$ cat src/rtl/pxa_pkg.sv
package pxa_pkg;
    localparam int OFF_SRC   = 'h18;
    localparam int OFF_CNT   = 'h1C;
    localparam int OFF_SMASK = 'h20;
    localparam int OFF_SPILL = 'h24;
    localparam int OFF_MGEN  = 'h28;

    typedef enum logic {
        ST_RAW,
        ST_SHIFTED
    } shf_state_e;
endpackage

$ cat src/rtl/pxa_nibble_shifter.sv
module pxa_nibble_shifter #(
    parameter int PIX_W = 4,
    parameter int NPIX  = 8,
    localparam int DW   = PIX_W * NPIX,
    localparam int CW   = $clog2(NPIX)
) (
    input  logic [DW-1:0] src,
    input  logic [CW-1:0] cnt,
    output logic [DW-1:0] shifted,
    output logic [DW-1:0] spill
);
    // Pixel p counts from the left; its lowest bit is at (NPIX-1-p)*PIX_W.
    always_comb begin
        shifted = '0;
        spill   = '0;
        for (int p = 0; p < NPIX; p++) begin
            if (p >= int'(cnt))
                shifted[(NPIX-1-p)*PIX_W +: PIX_W] = src[(NPIX-1-(p-int'(cnt)))*PIX_W +: PIX_W];
            else
                spill[(NPIX-1-p)*PIX_W +: PIX_W] = src[(int'(cnt)-1-p)*PIX_W +: PIX_W];
        end
    end
endmodule

$ cat src/rtl/pxa_nibble_mask.sv
module pxa_nibble_mask #(
    parameter int PIX_W = 4,
    parameter int NPIX  = 8,
    localparam int DW   = PIX_W * NPIX
) (
    input  logic [DW-1:0] pix,
    output logic [DW-1:0] mask
);
    for (genvar i = 0; i < NPIX; i++) begin : g_pix
        assign mask[i*PIX_W +: PIX_W] = {PIX_W{|pix[i*PIX_W +: PIX_W]}};
    end
endmodule

$ cat src/rtl/pxa_shift_unit.sv
module pxa_shift_unit
    import pxa_pkg::*;
#(
    parameter int PIX_W  = 4,
    parameter int NPIX   = 8,
    parameter int ADDR_W = 7,
    localparam int DW    = PIX_W * NPIX,
    localparam int CW    = $clog2(NPIX)
) (
    input  logic              clk,
    input  logic              rst,
    input  logic              we,
    input  logic              re,
    input  logic [ADDR_W-1:0] addr,
    input  logic [DW-1:0]     wdata,
    output logic [DW-1:0]     rdata
);
    shf_state_e    state_q, state_d;
    logic [DW-1:0] src_q;
    logic [CW-1:0] cnt_q;
    logic [DW-1:0] gen_q;
    logic [DW-1:0] shifted, spill, smask, gmask;
    logic          wr_src, wr_cnt, wr_gen;

    assign wr_src = we && (addr == ADDR_W'(OFF_SRC));
    assign wr_cnt = we && (addr == ADDR_W'(OFF_CNT));
    assign wr_gen = we && (addr == ADDR_W'(OFF_MGEN));

    // Next-state logic
    always_comb begin
        state_d = state_q;
        unique case (state_q)
            ST_RAW:     if (wr_cnt) state_d = ST_SHIFTED;          // T_SHIFT
            ST_SHIFTED: if (wr_src && !wr_cnt) state_d = ST_RAW;   // T_LOAD
        endcase
    end

    // State register and stored words
    always_ff @(posedge clk) begin
        if (rst) begin
            state_q <= ST_RAW;
            src_q   <= '0;
            cnt_q   <= '0;
            gen_q   <= '0;
        end else begin
            state_q <= state_d;
            if (wr_src) begin
                src_q <= wdata;
                cnt_q <= '0;
            end
            if (wr_cnt) cnt_q <= wdata[CW-1:0];
            if (wr_gen) gen_q <= wdata;
        end
    end

    pxa_nibble_shifter #(.PIX_W(PIX_W), .NPIX(NPIX)) i_shift (
        .src(src_q), .cnt(cnt_q), .shifted(shifted), .spill(spill)
    );
    pxa_nibble_mask #(.PIX_W(PIX_W), .NPIX(NPIX)) i_smask (
        .pix(shifted), .mask(smask)
    );
    pxa_nibble_mask #(.PIX_W(PIX_W), .NPIX(NPIX)) i_gmask (
        .pix(gen_q), .mask(gmask)
    );

    // Output process: registered read data
    always_ff @(posedge clk) begin
        if (rst) begin
            rdata <= '0;
        end else if (re) begin
            if (addr == ADDR_W'(OFF_SRC))        rdata <= shifted;
            else if (addr == ADDR_W'(OFF_SMASK)) rdata <= smask;
            else if (addr == ADDR_W'(OFF_SPILL)) rdata <= spill;
            else if (addr == ADDR_W'(OFF_MGEN))  rdata <= gmask;
            else                                 rdata <= '0;
        end
    end
endmodule

$ cat config.mk
export PLATFORM = sky130hd
export DESIGN_NAME = pxa_shift_unit
export DESIGN_NICKNAME = d
export VERILOG_FILES = /design/src/rtl/pxa_pkg.sv /design/src/rtl/pxa_nibble_shifter.sv /design/src/rtl/pxa_nibble_mask.sv /design/src/rtl/pxa_shift_unit.sv
export SDC_FILE = /design/constraint.sdc
export NUM_CORES = 1
export LEC_CHECK = 0
export BUFFER_PORTS_ARGS = -buffer_cell sky130_fd_sc_hd__buf_2
export CELL_PAD_IN_SITES_DETAIL_PLACEMENT = 0
export CELL_PAD_IN_SITES_GLOBAL_PLACEMENT = 1
export CORE_UTILIZATION = 46
export DETAILED_ROUTE_END_ITERATION = 16
export PLACE_DENSITY_LB_ADDON = 0.1
export SLEW_MARGIN = 10
export SYNTH_ARGS = -nofsm -noshare
export SYNTH_HDL_FRONTEND = slang
export SYNTH_HIERARCHICAL = 1
export SYNTH_SLANG_ARGS = --single-unit
$ cat constraint.sdc
create_clock -name clk -period 4.4 [get_ports clk]
set_clock_uncertainty 0.1 [all_clocks]
set_input_delay 0.22 -clock clk [delete_from_list [all_inputs] [get_ports clk]]
set_output_delay 0.22 -clock clk [all_outputs]
set_load 0.02 [all_outputs]
Word level (Yosys, flattened, before mapping). Index checks and enable logic that the tools add are counted.

$add $sub $neg: 23. Order comparisons: 7. Equal/unequal tests: 5. Shift-type cells: 15. Muxes and demuxes: 20. Reduce and logical (&&, ||, !) cells: 20.

Operator list (number): 32-bit by 32-bit indexed part select with 4-bit output (15); 4-bit by 30-bit subtractor with 30-bit output (first input constant) (8); 32-bit 2-to-1 mux (4); 30-bit by 4-bit subtractor with 30-bit output (second input constant) (3); 4-bit OR reduction (16); 30-bit by 3-bit subtractor with 30-bit output (second input constant) (2); 4-bit 2-to-1 mux (14); 30-bit by 2-bit subtractor with 30-bit output (second input constant) (1); 7-bit by 6-bit == test with 1-bit output (second input constant) (3); 3-bit by 3-bit subtractor with 4-bit output (first input constant) (4); 7-bit by 5-bit == test with 1-bit output (second input constant) (2); 3-bit greater-or-equal comparator (first input constant) (3); 1-bit by 3-bit subtractor with 4-bit output (first input constant) (2); 2-bit by 3-bit subtractor with 4-bit output (first input constant) (2); 1-bit by 3-bit greater-or-equal comparator with 1-bit output (first input constant) (2); 2-bit by 3-bit greater-or-equal comparator with 1-bit output (first input constant) (2); 3-bit 2-to-1 mux (2); 3-bit by 1-bit subtractor with 4-bit output (second input constant) (1); 1-bit logical AND (3); 2-bit nonzero test (1).

Register bits: 99.

Depth between registers and ports, before layout. Gate-level depths: netlist of the first run.

Depth in word-level cells: 7. Depth in mapped cells: 18. Mapped depth without buffers: 13.

Modules after synthesis. Netlist of the first run, hierarchy kept.

By module, submodules not included: pxa_shift_unit (instances 1, cells an instance 560, area each 4574.4 um2, seq. area each 1981.9 um2); pxa_nibble_shifter (instances 1, cells an instance 289, area each 2538.7 um2, seq. area each 0.0 um2); pxa_nibble_mask (instances 2, cells an instance 32, area each 240.2 um2, seq. area each 0.0 um2).

Worst setup path after synthesis of the first run. Ideal clock, no wire load.

Path kind: reg2reg. From: register cnt_q[1]. To: register rdata[6]. Setup time: 0.134 ns. Arrival time: 3.639 ns. Setup slack: 0.528 ns. Cell stages (with the launch flop): 17. Buffers on the path: 6. Clock period less this slack: 3.872 ns. Path through: dfxtp_1 buf_2 buf_2 inv_1 ha_1 buf_4 buf_6 buf_4 mux4_2 mux2i_1 nor2_1 or4_1 buf_4 mux2i_1 nor3_1 a2111oi_0 nor4_1.

Longest elaborated chain between the ends: 7.

Ends and longest elaborated chain: start, declared (RTL line pxa_shift_unit.sv:20) `logic [CW-1:0] cnt_q;`; start signal, assigned (RTL line pxa_shift_unit.sv:51) `if (wr_cnt) cnt_q <= wdata[CW-1:0];`; 3-bit by 3-bit subtractor with 4-bit output (RTL line pxa_nibble_shifter.sv:18) `shifted[(NPIX-1-p)*PIX_W +: PIX_W] = src[(NPIX-1-(p-int'(cnt)))*PIX_W +: PIX_W];`; 4-bit by 30-bit subtractor with 30-bit output (RTL line pxa_nibble_shifter.sv:18); 32-bit by 32-bit indexed part select with 4-bit output (RTL line pxa_nibble_shifter.sv:18); 4-bit 2-to-1 mux * (RTL line pxa_nibble_shifter.sv:17) `if (p >= int'(cnt))`; via shifted[5] (RTL line pxa_shift_unit.sv:22) `logic [DW-1:0] shifted, spill, smask, gmask;`; 4-bit OR reduction * (RTL line pxa_nibble_mask.sv:10) `assign mask[i*PIX_W +: PIX_W] = {PIX_W{|pix[i*PIX_W +: PIX_W]}};`; via smask[4] (RTL line pxa_shift_unit.sv:22); 32-bit 2-to-1 mux * (RTL line pxa_shift_unit.sv:72) `else if (addr == ADDR_W'(OFF_SMASK)) rdata <= smask;`; 32-bit 2-to-1 mux * (RTL line pxa_shift_unit.sv:71) `if (addr == ADDR_W'(OFF_SRC)) rdata <= shifted;`; end signal, assigned (RTL line pxa_shift_unit.sv:71); end signal, assigned (RTL line pxa_shift_unit.sv:72); end signal, assigned (RTL line pxa_shift_unit.sv:73) `else if (addr == ADDR_W'(OFF_SPILL)) rdata <= spill;`; end, declared (RTL line pxa_shift_unit.sv:16) `output logic [DW-1:0] rdata`.

Mark *: on every way through the listed nets, which the timed path passes. The rest lies on a longest branch. A chain may end at the register's enable or synchronous reset.

Worst setup path in the final report of the first run. Ends and elaborated chain as after synthesis.

==> run metrics, run 1 <==
status=completed; final setup fails=0; Num Clock Sinks=99; mean number of vias per cell=5.93; total iterations of the first detailed-routing run=5; Root Buffer=clkbuf_16; final setup TNS=0 ns; post-layout util=0.493; clock-pin slew on the worst setup and hold paths=0.07 ns; async set-reset flop share out of synthesis=0; Core Rows=46; Tmin final=3.76 ns; core area=16000 µm²; antenna violations before repair=0; Yosys cell types=67; Routed Antenna Nets=0; total CTS buffers=9; R2R cell count=11; final hold violations=0; EDFF count, synth=0; nets=961; diodes inserted=0; FF-to-FF Start=cnt_q[1]; RR Endpoint=rdata[6]; Cell Chain, Critical Path=inv_1 -> ha_1 -> buf_4 -> mux4_2 -> mux2i_1 -> nor2_1 -> or4_1 -> mux2i_1 -> nor3_1 -> a2111oi_0 -> nor4_1; Fillers=1650; Hold Path Stages=3; crit path max fanout=15; Post-DP HPWL=18200 µm; CTS tree=built; clock latency on the worst-skew pair=0.36 ns; Final GP Congestion=0.898; Critical Path Start Type=register; Area growth syn-to-layout=3.82%; H-Tree Depth=3; Pleak=2.92 nW; Power Density=230 nW/µm²; post-synthesis sequential area ratio=0.261; Mapped Cells=913; Hold Startpoint=wdata[4]; # IOs=75; CP max-delay cell=ha_1; Slew Limit Headroom=0.263; CP most frequent cell=mux2i_1; crit end category=register; Via Count=6634; layout cells sized above 1=0.203; Synth Register Bits=99; FF-to-FF setup slack=0.64 ns; Post-Route WL=23700 µm; initial core utilization=0.475; number of global-route vias before repair=6175; CP required=4.51 ns; worst-margin pin slew=1.11 ns; Tot GR Track Use=0.287; port bufs=74; RSZ-0062 raised after global routing=no; largest net degree at the start of global routing=76; VDD IR-drop max=0.000221 V; syn_area_per_cell=8.32 µm²; Crit Path Category=reg2reg; top_reg_cell synth=dfxtp_1; Max Cap Viol=0; fin crit share=0.855; yosys warns=7; Max Slew Vio Count=0; hold path endpoint=src_q[4]; Syn Std Cell Area=7590 µm²; post-cts sizing count=0; Clock Tree Buf Depth=2; Worst path max stage delay=0.69 ns; first-pass GRT wire length=36200 µm; Overflow after GRT=0; initial drt markers=513; f_max=266 MHz; WL/cell=21.2 µm; Post-CTS Setup Bufs=0; Arrival @ worst endpoint=3.87 ns; DIE HEIGHT=130 µm; Die Area=17000 µm²; Buf/Inv on CP=2; die width=130 µm; DR DRC count=0; Worst Hold Class=in2reg; delay-heaviest family, CP=multiplexers
## how the worst max path moves through the flow
stage / startpoint / cells after the start / slack [ns] / end
floorplan: cnt_q[1] / 16 / 0.53 / rdata[6]
global placement: cnt_q[2] / 10 / 0.71 / rdata[24]
detailed placement: cnt_q[1] / 11 / 0.67 / rdata[22]
CTS: cnt_q[1] / 11 / 0.67 / rdata[22]
global route: cnt_q[1] / 11 / 0.30 / rdata[6]
finish: cnt_q[1] / 11 / 0.64 / rdata[6]
## power breakdown
group          switching [mW]  internal (mW)  total (mW)
clock network           0.392          0.398       0.790
registers             0.00244          0.897       0.900
logic                  0.0817         0.0447       0.126
## what timing repair did
| item | 4_1_cts | 5_1_grt |
|---|---|---|
| hold buffers | 6 | 0 |
| endpoints found under the hold margin | 6 | 0 |
| endpoints found under the setup margin | 0 | 0 |
## metrics by stage
step	hold WS (ns)	instance area, µm²	setup WS (ns)	total power, mW	cells
after floorplan	0.256	7600	0.528	1.00	916
after global placement	0.337	7530	0.710	1.04	1096
after detailed placement	0.341	7530	0.672	1.04	1096
after CTS	0.000113	7880	0.674	1.83	1118
after global routing	0.00922	7880	0.298	1.88	1118
final	0.00637	7880	0.639	1.82	1118
## logic make-up after synthesis
kind of cell	after synthesis	share of synthesized area
adder cells (fa/ha/maj)	21	0.0346
multiplexers	110	0.205
AO/OA/AOI/OAI	178	0.148
XOR/XNOR	3	0.00445
AND/OR/NAND/NOR	375	0.238
other	1	0.000494
flip-flops	99	0.261
buffers and inverters	126	0.108
## state kept, by name, summed over array words and instances, names as in the netlist
signal	count
cnt_q	3
gen_q	32
rdata	32
src_q	32
## cell usage in the layout, fill, tap and decap left out, types with 16 or more instances in the layout
cell type,n
mux2i_1,65
or4_1,16
nor3_1,18
a21oi_1,109
ha_1,21
mux4_2,33
nor2b_1,25
nand2_1,185
dfxtp_1,98
nor2_1,52
or2_2,20
buf_2,74
## final cells by class
cell class                 instances  area [µm²]  area share
multi-input combinational        691        4810       0.610
clock buffer                      10         229      0.0290
inverter                           8        32.5     0.00413
tap                              216         270      0.0343
clock inverter                     6        56.3     0.00714
sequential                        99        1980       0.252
timing repair buffer              88         503      0.0638
## worst register-to-register path, delay by kind of cell, from the launching register on
kind | cells | cell delay, ns
muxes | 3 | 0.87
and+or+nand+nor | 4 | 0.79
adders and majority gates | 1 | 0.69
buffers and inverters | 2 | 0.42
AOI/OAI and AO/OA | 1 | 0.41
DFF | 1 | 0.33
## per-layer routing
metal / vias to the layer above / GRT usage / wire [µm]
met5: - / 0 / 0
met4: 0 / 0.126 / 1010
met3: 46 / 0.0676 / 1390
met2: 221 / 0.465 / 11000
met1: 3197 / 0.362 / 10300
li1: 3170 / - / -
## cell usage after synthesis, types with 2 or more instances
| library cell | count | area share |
|---|---|---|
| mux2i_1 | 65 | 0.086 |
| a221o_1 | 8 | 0.011 |
| a221o_2 | 10 | 0.015 |
| buf_12 | 2 | 0.0053 |
| clkinv_1 | 2 | 0.00099 |
| a211oi_1 | 4 | 0.0040 |
| nand3_1 | 8 | 0.0053 |
| mux4_2 | 33 | 0.098 |
| clkbuf_1 | 28 | 0.014 |
| or2_2 | 20 | 0.016 |
| nor3_2 | 2 | 0.0026 |
| buf_6 | 7 | 0.010 |
| mux4_1 | 2 | 0.0069 |
| or4_1 | 16 | 0.016 |
| nand4_1 | 3 | 0.0025 |
| and2_1 | 6 | 0.0049 |
| buf_2 | 18 | 0.012 |
| o311ai_1 | 4 | 0.0046 |
| a21oi_1 | 109 | 0.072 |
| a21o_1 | 3 | 0.0030 |
| o211a_1 | 4 | 0.0053 |
| inv_1 | 5 | 0.0025 |
| mux2_2 | 10 | 0.015 |
| o22ai_1 | 5 | 0.0041 |
| o31a_1 | 2 | 0.0023 |
| nor4_1 | 5 | 0.0041 |
| nor2b_1 | 25 | 0.021 |
| nor2_1 | 53 | 0.026 |
| or3_1 | 6 | 0.0049 |
| o21ai_1 | 5 | 0.0033 |
| nand2_1 | 185 | 0.091 |
| o21ai_0 | 6 | 0.0040 |
| nor3b_1 | 6 | 0.0059 |
| ha_1 | 21 | 0.035 |
| nand2b_1 | 9 | 0.0074 |
| a311oi_1 | 2 | 0.0023 |
| nor3_1 | 18 | 0.012 |
| dfxtp_1 | 99 | 0.26 |
| a2111oi_0 | 7 | 0.0081 |
| buf_4 | 60 | 0.059 |
| o211ai_1 | 3 | 0.0030 |
| or3b_1 | 2 | 0.0023 |
Note: power is estimated with default switching activity, not from simulation.
==> inputs of run 2 (changes only) <==
- GPL_TIMING_DRIVEN: default -> 0
- PLACE_DENSITY: default -> 0.9
- PLACE_DENSITY_LB_ADDON: 0.1 -> default
==> run 2 against run 1 <==
Net effect: design area is 11% higher; cell count is 11% higher; combinational power is 21% higher; flip-flop and latch count stayed put; global-route usage is 0.053 points higher; sequential power hardly changed; die area stayed put; setup slack worse by 0.53 ns; sequential share of layout area is 2.4 points lower; clock power is 1% lower; register-to-register slack worse by 0.53 ns; fmax is 12% lower; critical endpoint unchanged; largest power group unchanged.
==> run metrics, run 2 (synthesis results as in run 1) <==
Fillers=1574 (-4.6%); Logic pwr share=0.083 (+0.013); antenna violations before repair=0 (unchanged); Buf/Inv on CP=7 (+5); setup slack after placement=-0.252 ns (-0.924 ns); Hold WS=0.0106 ns (+0.00425 ns); internal power=1.36 mW (+1.3%); Pleak=3.43 nW (+18%); status=completed; commonest cells after routing, fill and taps aside=nand2_1 (185), a21oi_1 (109), dfxtp_1 (97), buf_2 (90), mux2i_1 (63); Post-Route WL=23200 µm (-2.0%); Worst path max stage delay=0.61 ns (-0.08 ns); Post-Place Cells=1206 (+10%); core area=16000 µm² (unchanged); fin crit share=0.976 (+0.121); Routed Antenna Nets=0 (unchanged); Slew Limit Headroom=0.508 (+0.246); layout cells sized above 1=0.262 (+0.0593); nets=1081 (+12%); Power Density=210 nW/µm² (-8.9%); CTS tree=built; largest net degree at the start of global routing=19 (-75%); Die Area=17000 µm² (unchanged); Core Rows=46 (unchanged); Root Buffer=clkbuf_16; CP max-delay cell=or4_1; Tot GR Track Use=0.287 (+0.000525); CP most frequent cell=buf_4; top flop regs=gen_q x32, rdata x32, src_q x32; Tmin final=4.29 ns (+0.532 ns); number of global-route vias before repair=6596 (+6.8%); Arrival @ worst endpoint=4.41 ns (+0.54 ns); multi-input combinational cell area=4820 µm² (+0.31%); Overflow after GRT=0 (unchanged); switch share=0.258 (-0.00380); VDD IR-drop max=0.000252 V (+14%); # IOs=75 (unchanged); leading cell type in the layout, fill and taps excluded=nand2_1; DIE HEIGHT=130 µm (unchanged); Sw Pwr=473 µW (-0.65%); crit path max fanout=10 (-5); Worst Hold Class=in2reg; Post-DP HPWL=18500 µm (+1.7%); clock latency on the worst-skew pair=0.36 ns (about the same); port bufs=74 (unchanged); final hold violations=0 (unchanged); initial core utilization=0.475 (unchanged); worst-margin pin slew=0.732 ns (-0.374 ns); Cell Chain, Critical Path=buf_4 -> buf_4 -> inv_1 -> ha_4 -> buf_4 -> buf_6 -> buf_4 -> mux4_2 -> mux2i_1 -> nor2_1 -> or4_1 -> buf_4 -> mux2i_1 -> nor3_1 -> a2111oi_1 -> nor4_1; total CTS buffers=9 (unchanged); delay-heaviest family, CP=buffers and inverters; RSZ-0062 raised after global routing=yes; final setup fails=0 (unchanged); Clock Tree Buf Depth=2 (unchanged); f_max=233 MHz (-12%); CP required=4.52 ns (about the same); Final WS setup=0.107 ns (-0.532 ns); Via Count=6980 (+5.2%); initial drt markers=598 (+17%); mean number of vias per cell=5.64 (-5.0%); first-pass GRT wire length=36500 µm (+0.93%); H-Tree Depth=3 (unchanged); Final Instance Count excl. Fillers=1238 (+11%); DR DRC count=0 (unchanged); WL/cell=18.8 µm (-11%); clock-pin slew on the worst setup and hold paths=0.07 ns (about the same); Max Slew Vio Count=0 (unchanged); Critical Path Start Type=register; register area=1980 µm² (about the same); clock share of power=0.425 (-0.010); Area growth syn-to-layout=14.9%; Max Cap Viol=0 (unchanged); Tot Pwr=1.83 mW (+0.81%); diodes inserted=0 (unchanged); post-layout util=0.546 (+0.0528); die width=130 µm (unchanged); crit end category=register; DP Area=8250 µm² (+9.5%); Flop pwr share=0.491 (-0.004); Num Clock Sinks=99 (unchanged); Final GP Congestion=1.00 (+12%); final instance area=8730 µm² (+11%); final setup TNS=0 ns (unchanged); total iterations of the first detailed-routing run=7 (+2); Crit Path Category=reg2reg
## run 2: layer usage
layer / up-vias / GRT usage / part of all wire
met3: 59 / 0.0729 / 0.071
li1: 3407 / - / -
met1: 3235 / 0.363 / 0.44
met5: - / 0 / 0
met4: 0 / 0.143 / 0.042
met2: 279 / 0.454 / 0.45
## run 2: final timing paths
| path | endpoint | start | slack [ns] | depth (start not counted) |
|---|---|---|---|---|
| setup reg to reg | rdata[6] | cnt_q[1] | 0.11 | 16 |
| setup / recovery | rdata[6] | cnt_q[1] | 0.11 | 16 |
| hold reg to reg | gen_q[10] | gen_q[10] | 0.35 | 2 |
| hold / removal | gen_q[9] | wdata[9] | 0.01 | 3 |
## run 2: cell type report
| type | count | area share |
|---|---|---|
| plain buffers | 118 | 0.0909 |
| clock buffers | 10 | 0.0262 |
| clock inverters | 6 | 0.00645 |
| inverters | 8 | 0.00459 |
| multi-input cells | 691 | 0.553 |
| flip-flops and latches | 99 | 0.227 |
| well taps | 216 | 0.0310 |
| repair buffers | 90 | 0.0608 |
## run 2: worst reg2reg max path, stage by stage, from the launching register on
cell       delay, ns
dfxtp_2         0.40
buf_4           0.22
buf_4           0.24
inv_1           0.18
ha_4            0.34
buf_4           0.17
buf_6           0.17
buf_4           0.21
mux4_2          0.37
mux2i_1         0.15
nor2_1          0.10
or4_1           0.61
buf_4           0.17
mux2i_1         0.16
nor3_1          0.06
a2111oi_1       0.40
nor4_1          0.10
## run 2: timing repair
item                       CTS  global route
gates resized for setup      3             8
setup buffers                0             0
setup endpoints to repair   13            13
hold endpoints to repair    18             0
gates cloned                 0             0
hold buffers                16             0
## run 2: power by group through the flow
stage | Sequential (mW) | Combinational [mW] | Clock [mW]
after global routing | 0.900 | 0.165 | 0.838
final | 0.899 | 0.152 | 0.779
after floorplan | 0.921 | 0.0829 | 0
after CTS | 0.899 | 0.150 | 0.800
after global placement | 0.920 | 0.138 | 0
after detailed placement | 0.920 | 0.139 | 0
